File: config.mk
export PLATFORM = sky130hd
export DESIGN_NAME = lsr_status_block
export DESIGN_NICKNAME = d
export VERILOG_FILES = /design/src/rtl/lsr_pkg.sv /design/src/rtl/lsr_latch_bank.sv /design/src/rtl/lsr_mask_reg.sv /design/src/rtl/lsr_irq_gen.sv /design/src/rtl/lsr_read_port.sv /design/src/rtl/lsr_status_block.sv
export SDC_FILE = /design/constraint.sdc
export NUM_CORES = 1
export LEC_CHECK = 0
export BUFFER_PORTS_ARGS = -buffer_cell sky130_fd_sc_hd__buf_2
export CAP_MARGIN = 10
export CORE_ASPECT_RATIO = 1.75
export CORE_UTILIZATION = 35
export DETAILED_ROUTE_END_ITERATION = 6
export PLACE_DENSITY = 0.6
export SLEW_MARGIN = 20
export SYNTH_ARGS = -nofsm -noshare
export SYNTH_HDL_FRONTEND = slang
export SYNTH_SLANG_ARGS = --single-unit
File: constraint.sdc
create_clock -name clk -period 1.5 [get_ports clk]
set_clock_uncertainty 0.1 [all_clocks]
set_input_delay 0.15 -clock clk [delete_from_list [all_inputs] [get_ports clk]]
set_output_delay 0.15 -clock clk [all_outputs]
set_load 0.005 [all_outputs]
File: src/rtl/lsr_pkg.sv
// Shared constants and types for the latched status block.
// Assumes a two-bit register address space.
package lsr_pkg;
    localparam int ADDR_W = 2;

    typedef logic [ADDR_W-1:0] reg_addr_t;

    localparam reg_addr_t ADDR_LIVE  = 2'd0;
    localparam reg_addr_t ADDR_EVENT = 2'd1;
    localparam reg_addr_t ADDR_MASK  = 2'd2;
endpackage

File: src/rtl/lsr_latch_bank.sv
// Sticky event bits, each with a read-since-set flag.
// Per bit, an event wins over a clear, and a clear wins over a read mark.
// Assumes events are single-cycle pulses in the clk domain.
module lsr_latch_bank #(
    parameter int N = 8
) (
    input  logic         clk,
    input  logic         rst_n,
    input  logic [N-1:0] evt_i,
    input  logic [N-1:0] clr_i,
    input  logic         rd_mark_i,
    output logic [N-1:0] lat_q,
    output logic [N-1:0] seen_q
);
    for (genvar i = 0; i < N; i++) begin : g_bit
        // Update one sticky bit and its read flag by priority.
        always_ff @(posedge clk) begin
            if (!rst_n) begin
                lat_q[i]  <= 1'b0;
                seen_q[i] <= 1'b0;
            end else if (evt_i[i]) begin
                lat_q[i]  <= 1'b1;
                seen_q[i] <= 1'b0;
            end else if (clr_i[i]) begin
                lat_q[i]  <= 1'b0;
                seen_q[i] <= 1'b0;
            end else if (rd_mark_i && lat_q[i]) begin
                seen_q[i] <= 1'b1;
            end
        end
    end
endmodule

File: src/rtl/lsr_mask_reg.sv
// Interrupt enable register with one bit per sticky event.
// Resets to all disabled.
module lsr_mask_reg #(
    parameter int N = 8
) (
    input  logic         clk,
    input  logic         rst_n,
    input  logic         wr_i,
    input  logic [N-1:0] wdata_i,
    output logic [N-1:0] mask_q
);
    // Load the whole enable word on a write.
    always_ff @(posedge clk) begin
        if (!rst_n) begin
            mask_q <= '0;
        end else if (wr_i) begin
            mask_q <= wdata_i;
        end
    end
endmodule

File: src/rtl/lsr_irq_gen.sv
// Active-low interrupt built from set, enabled and unread sticky bits.
// All inputs come from flops, so the output does not glitch on bus activity.
module lsr_irq_gen #(
    parameter int N = 8
) (
    input  logic [N-1:0] lat_i,
    input  logic [N-1:0] seen_i,
    input  logic [N-1:0] mask_i,
    output logic         irq_n_o
);
    logic [N-1:0] pend;

    // Find the bits that still call for service.
    always_comb begin
        pend    = lat_i & mask_i & ~seen_i;
        irq_n_o = ~(|pend);
    end
endmodule

File: src/rtl/lsr_read_port.sv
// Registered read multiplexer. Data appears one clock after the request.
// Assumes RT_W <= N. Live bits are zero-extended.
module lsr_read_port #(
    parameter int N    = 8,
    parameter int RT_W = 4
) (
    input  logic              clk,
    input  logic              rst_n,
    input  logic              rd_en_i,
    input  lsr_pkg::reg_addr_t addr_i,
    input  logic [RT_W-1:0]   live_i,
    input  logic [N-1:0]      lat_i,
    input  logic [N-1:0]      mask_i,
    output logic [N-1:0]      rd_data_o
);
    logic [N-1:0] sel;

    // Pick the addressed register. Unmapped addresses give zero.
    always_comb begin
        sel = '0;
        case (addr_i)
            lsr_pkg::ADDR_LIVE:  sel[RT_W-1:0] = live_i;
            lsr_pkg::ADDR_EVENT: sel = lat_i;
            lsr_pkg::ADDR_MASK:  sel = mask_i;
            default:             sel = '0;
        endcase
    end

    // Capture the selection on a read and hold it otherwise.
    always_ff @(posedge clk) begin
        if (!rst_n) begin
            rd_data_o <= '0;
        end else if (rd_en_i) begin
            rd_data_o <= sel;
        end
    end
endmodule

File: src/rtl/lsr_status_block.sv
// Top level: sticky event status, live status, interrupt enables and an
// active-low interrupt behind a simple synchronous register port.
// Assumes the host port and event sources share clk.
module lsr_status_block #(
    parameter int N    = 8,
    parameter int RT_W = 4
) (
    input  logic                      clk,
    input  logic                      rst_n,
    input  logic [N-1:0]              evt_i,
    input  logic [RT_W-1:0]           live_i,
    input  logic [lsr_pkg::ADDR_W-1:0] addr_i,
    input  logic                      wr_en_i,
    input  logic                      rd_en_i,
    input  logic [N-1:0]              wr_data_i,
    output logic [N-1:0]              rd_data_o,
    output logic                      irq_n_o
);
    logic [N-1:0] lat_q;
    logic [N-1:0] seen_q;
    logic [N-1:0] mask_q;
    logic [N-1:0] clr_vec;
    logic         rd_mark;
    logic         mask_wr;

    // Decode the host strobes into per-register controls.
    always_comb begin
        clr_vec = (wr_en_i && addr_i == lsr_pkg::ADDR_EVENT) ? wr_data_i : '0;
        rd_mark = rd_en_i && (addr_i == lsr_pkg::ADDR_EVENT);
        mask_wr = wr_en_i && (addr_i == lsr_pkg::ADDR_MASK);
    end

    lsr_latch_bank #(.N(N)) u_bank (
        .clk      (clk),
        .rst_n    (rst_n),
        .evt_i    (evt_i),
        .clr_i    (clr_vec),
        .rd_mark_i(rd_mark),
        .lat_q    (lat_q),
        .seen_q   (seen_q)
    );

    lsr_mask_reg #(.N(N)) u_mask (
        .clk    (clk),
        .rst_n  (rst_n),
        .wr_i   (mask_wr),
        .wdata_i(wr_data_i),
        .mask_q (mask_q)
    );

    lsr_irq_gen #(.N(N)) u_irq (
        .lat_i  (lat_q),
        .seen_i (seen_q),
        .mask_i (mask_q),
        .irq_n_o(irq_n_o)
    );

    lsr_read_port #(.N(N), .RT_W(RT_W)) u_rd (
        .clk      (clk),
        .rst_n    (rst_n),
        .rd_en_i  (rd_en_i),
        .addr_i   (addr_i),
        .live_i   (live_i),
        .lat_i    (lat_q),
        .mask_i   (mask_q),
        .rd_data_o(rd_data_o)
    );
endmodule

# Yosys cells after proc, flatten, opt, wreduce, memory -nomap -nowiden
# Cells that the tools add are included.
word_totals:
  regBits: 32
  latchBits: 0
  mem_bits_rw: 0
  rom_bits: 0
  input_bits: 26
  output_inout_bits: 9
  wordCells: 73
  n_memories: 0
classes:
  add_sub_neg: 0
  multipliers: 0
  div: 0
  order_cmp: 0
  eq_ne: 2
  shift: 0
  muxes: 19
  n_bitwise: 5
  n_reduce_logical: 29
op_table:
  columns: ["op", "n"]
  rows:
  - ["$reduce_or A3 Y1", 8]
  - ["$and A8 B8 Y8", 2]
  - ["$mux W1", 16]
  - ["$reduce_bool A2 Y1", 8]
  - ["$pmux W4 S3", 1]
  - ["$logic_and A1 B1 Y1", 11]
  - ["$mux W8", 1]
  - ["$not A8 Y8", 1]
  - ["$pmux W4 S2", 1]
  - ["$reduce_or A8 Y1", 1]
  - ["$eq A2 B1 Y1 const B", 1]
  - ["$eq A2 B2 Y1 const B", 1]
  - ["$logic_not A2 Y1", 1]
  - ["$not A1 Y1", 2]

# Longest topological paths before layout
logic_depth:
  depth_word: 5
  mapped_depth: 8
  mapped_depth_nobuf: 6

# Cells and area by module
# A second synthesis with hierarchy kept.
hier_totals:
  hier_cells: 146
  hier_area_um2: 1524.0
modules_own_cells:
  columns: ["mod", "n_inst", "cells_each", "area_each_um2", "seq_area_each_um2"]
  rows:
  - ["lsr_latch_bank", 1, 50, 609.3, 320.3]
  - ["lsr_read_port", 1, 47, 444.2, 160.2]
  - ["lsr_mask_reg", 1, 25, 301.5, 160.2]
  - ["lsr_status_block", 1, 10, 97.6, 0.0]
  - ["lsr_irq_gen", 1, 14, 71.3, 0.0]

# Worst setup path after synthesis
# No wires, ideal clock.
synth_timing:
  path_kind: "input to register"
  startpoint: "in addr_i[0] (netlist bit)"
  endpoint: "reg u_rd.rd_data_o[2]"
  setup_ns: 0.123
  arrival_ns: 1.027
  required_ns: 1.277
  setup_slack_ns: 0.250
  stages: 6
  n_path_buf: 2
  path_cell_list: "inv_1 > ha_1 > buf_2 > buf_6 > a222oi_1 > o21ai_1"
synth_via:
  elab_chain_len: 2
  word_cells_on_any_way: 4
  classes_between: "eq/ne: 2; mux: 1; reduce/logical: 1"
synth_lines:
  columns: ["item", "line", "text"]
  rows:
  - ["from (decl)", "lsr_status_block.sv:12", "input logic [lsr_pkg::ADDR_W-1:0] addr_i,"]
  - ["$eq A2 B2 Y1, or another cell as far along", "lsr_read_port.sv:21", "case (addr_i)"]
  - ["$pmux W4 S3 *", "lsr_read_port.sv:21", null]
  - ["to (signal assigned)", "lsr_read_port.sv:34", "rd_data_o <= sel;"]
  - ["to (decl)", "lsr_read_port.sv:14", "output logic [N-1:0] rd_data_o"]
# Mark *: on every way between the ends. The rest lies on a longest branch, timed or not.
# A chain may end at the register's enable or synchronous reset.

# Final worst setup path
layout_timing:
  startpoint: "reg u_bank.lat_q[1]"
  endpoint: "out irq_n_o"
layout_via:
  elab_chain_len: 4
layout_lines:
  columns: ["item", "line", "text"]
  rows:
  - ["from (decl)", "lsr_latch_bank.sv:12", "output logic [N-1:0] lat_q,"]
  - ["from (signal, indexed assignment)", "lsr_latch_bank.sv:19", "lat_q[i] <= 1'b0;"]
  - ["from (signal, indexed assignment)", "lsr_latch_bank.sv:22", "lat_q[i] <= 1'b1;"]
  - ["from (signal, indexed assignment)", "lsr_latch_bank.sv:25", "lat_q[i] <= 1'b0;"]
  - ["$and A8 B8 Y8 (2 in a row)", "lsr_irq_gen.sv:15", "pend = lat_i & mask_i & ~seen_i;"]
  - ["$reduce_or A8 Y1", "lsr_irq_gen.sv:16", "irq_n_o = ~(|pend);"]
  - ["$not A1 Y1", "lsr_irq_gen.sv:16", null]
  - ["to (decl)", "lsr_status_block.sv:17", "output logic irq_n_o"]
# No other way between the ends.

==> results.py <==
metrics = {
    "floorplan": {
        "initial_utilization_pct": 36.7,
        "die_x_um": 50.1,
        "die_area_um2": 4320,
        "die_h_um": 86.2,
        "core_um2": 3870,
        "fp-row-count": 30,
        "ios": 35,
    },
    "final_layout": {
        "final_nets": 235,
        "drive_gt1_share_pct": 29.6,
        "antennaDiodeCount": 0,
        "fill_cells": 408,
        "postLayoutCoreUtil_pct": 47.1,
        "fin_area_um2": 1820,
        "syn_to_final_growth_pct": 28.5,
    },
    "clocking": {
        "clk_path_buf_depth": 2,
        "htreeDepth": 2,
        "cts_root_buf": "clkbuf_8",
        "clock_latency_ns": 0.28,
        "clk_pin_slew_ns": 0.07,
        "cts_tree": "yes",
        "cts_buffers": 5,
        "post_cts_buffers": 0,
        "cts_sinks": 32,
    },
    "critical_path": {
        "worstSetupPathType": "reg -> out",
        "rrSetupSlack_ns": 0.47,
        "timing.rr.start": "u_bank.lat_q[6]",
        "reg2reg_depth": 4,
        "slowest_stage": "dfxtp_2",
        "cp_max_fo": 4,
        "reg2reg_to": "u_rd.rd_data_o[6]",
        "worstSetupStartpointType": "register",
        "crit_chain": "nand2_1 -> o22a_1 -> nand3_2 -> nor3_2 -> buf_2",
        "cpPeakStageDelay_ns": 0.34,
        "path_buf_inv": 1,
        "cp_top_family": "flip-flops",
        "arrival_ns": 1.17,
        "crit_path_end_kind": "output port",
        "critPathRequiredTime_ns": 1.25,
    },
    "synth": {
        "synth_top_flop_cell": "dfxtp_1",
        "syn_area_per_cell_um2": 8.92,
        "synth-seq-area-share_pct": 45.2,
        "synth_edf_count": 0,
        "synth_area_leaders": "dfxtp_1, a21oi_1, nor4b_2",
        "yosysTopAreaCell": "dfxtp_1",
        "netlist_instances": 159,
        "syn-num-nets": 189,
        "yosysUniqueCellTypes": 22,
        "synth.most_common_cell": "dfxtp_1",
        "synthArstFlopShare_pct": 0,
        "synth_common_cells": "dfxtp_1, a21oi_1, nand2_1, nor2_1, nand3_1",
        "synth_top_area_share_pct": 45.2,
        "synth_area_um2": 1420,
        "yosysWarnings": 0,
        "synth_seq_cells": 32,
    },
    "hold_path": {
        "hold_end": "u_mask.mask_q[0]",
        "hp-start": "wr_data_i[0]",
        "min_path_type": "in -> reg",
        "min_path_cells": 3,
    },
    "timing": {
        "max_freq_mhz": 702,
        "tightest_slew_ns": 0.462,
        "maxSlewViolCount": 0,
        "setup_ws_ns": 0.0764,
        "hold_viol_final": 0,
        "min_period_ns": 1.42,
        "slew_headroom_pct": 69.2,
        "finalCritPeriodShare_pct": 94.9,
        "rsz0062_at_grt": "false",
        "finalSetupViolations": 0,
        "finalSetupTns_ns": 0,
    },
    "drt": {
        "drt-pass1-iter-count": 4,
        "wirelength_mm": 3.42,
        "via_per_inst": 5.24,
        "drtAntennaViolNets": 0,
        "drt_iter0_drc": 49,
        "drc": 0,
        "num_vias": 1332,
        "avgRoutedWirePerCell_um": 13.5,
    },
    "placement": {
        "preCtsSetupSlack_ns": -0.0147,
        "port_buffers": 34,
        "placed_area_um2": 1640,
        "hpwlAfterDp_mm": 2.50,
        "gp_congestion": 0.763,
    },
    "power": {
        "power_leakage_uw": 0.000736,
        "power_density_nw_per_um2": 981,
        "peakVddDrop_mv": 0.653,
        "total_power_uw": 1790,
    },
    "global_route": {
        "grt_overflow": 0,
        "grt_max_degree": 29,
        "grt_pass1_wl_mm": 5.71,
        "grtUsageTotal_pct": 17.8,
        "grt_antenna_before_repair": 0,
        "grt_pass1_vias": 1278,
    },
    "outcome": {
        "status": "finished, final reports clean",
    },
    "flow_run": {
        "drv_cap": 0,
    },
}
tightest hold or removal path: stages:
cell and delay, ns:
buf_2 0.11, nand3_1 0.06, a21oi_1 0.05
flip-flops by register name, summed over array words and instances, names as in the netlist:
signal          flops
u_bank.lat_q        8
u_bank.seen_q       8
u_mask.mask_q       8
u_rd.rd_data_o      8
area by class of cell:
cell class	instances	area, µm²	area share, %
clock buffer	8	90.1	4.95
inverter	4	15.0	0.824
multi-input combinational	114	706	38.7
sequential	32	643	35.3
tap	48	60.1	3.30
timing repair buffer	48	308	16.9
routing by layer:
layer,routed length (µm),up-vias,GRT usage (%),part of all wire [%]
li1,-,658,-,-
met1,1370,629,18.9,40
met2,1810,39,30.8,53
met3,156,6,4.74,4.6
met4,81,0,10.4,2.4
met5,0,-,0,0
logic make-up after synthesis:
logic type      Yosys count  share of synthesized area (%)
fa+ha+maj                 4                           3.53
buf+inv                  13                           5.74
simple gates             68                           28.3
flops                    32                           45.2
compound gates           42                           17.2
power by group:
| part | internal, µW | switching [µW] |
|---|---|---|
| clock network | 374 | 298 |
| logic | 99.3 | 108 |
| registers | 882 | 26.0 |
layout by cell type (no fill, tap or decap), types with 2 or more instances in the layout:
cell,instances
ha_1,4
nand2_1,22
clkbuf_1,2
nand3b_1,7
buf_4,5
dfxtp_2,2
dlygate4sd3_1,8
o21ai_1,4
nand3_1,10
a22oi_1,4
a21oi_1,28
inv_1,3
buf_2,34
a222oi_1,4
nor4b_2,8
clkbuf_8,6
dfxtp_1,30
nor2_1,16
worst max path at each step:
stage               startpoint                end  slack (ns)  depth (start not counted)
2_1_floorplan        addr_i[0]  u_rd.rd_data_o[2]        0.25                          6
3_3_place_gp         addr_i[0]   u_mask.mask_q[5]       -0.02                          6
3_5_place_dp         addr_i[0]   u_mask.mask_q[7]       -0.01                          6
4_1_cts        u_bank.lat_q[1]            irq_n_o        0.02                          5
5_1_grt        u_bank.lat_q[1]            irq_n_o      0.0003                          5
6_report       u_bank.lat_q[1]            irq_n_o        0.08                          5
timing repair:
item | 4_1_cts | 5_1_grt
resized for setup | 2 | 2
hold endpoints to repair | 12 | 0
endpoints found under the setup margin | 1 | 1
hold buffers | 8 | 0
pin swaps | 1 | 0
per-stage QoR:
stage / hold WS, ns / cells
after floorplan: 0.121 / 159
after global routing: 0.0285 / 254
after detailed placement: 0.241 / 238
after global placement: 0.239 / 238
final: 0.0261 / 254
after CTS: 0.0195 / 254
Note: power is estimated with default switching activity, not from simulation.
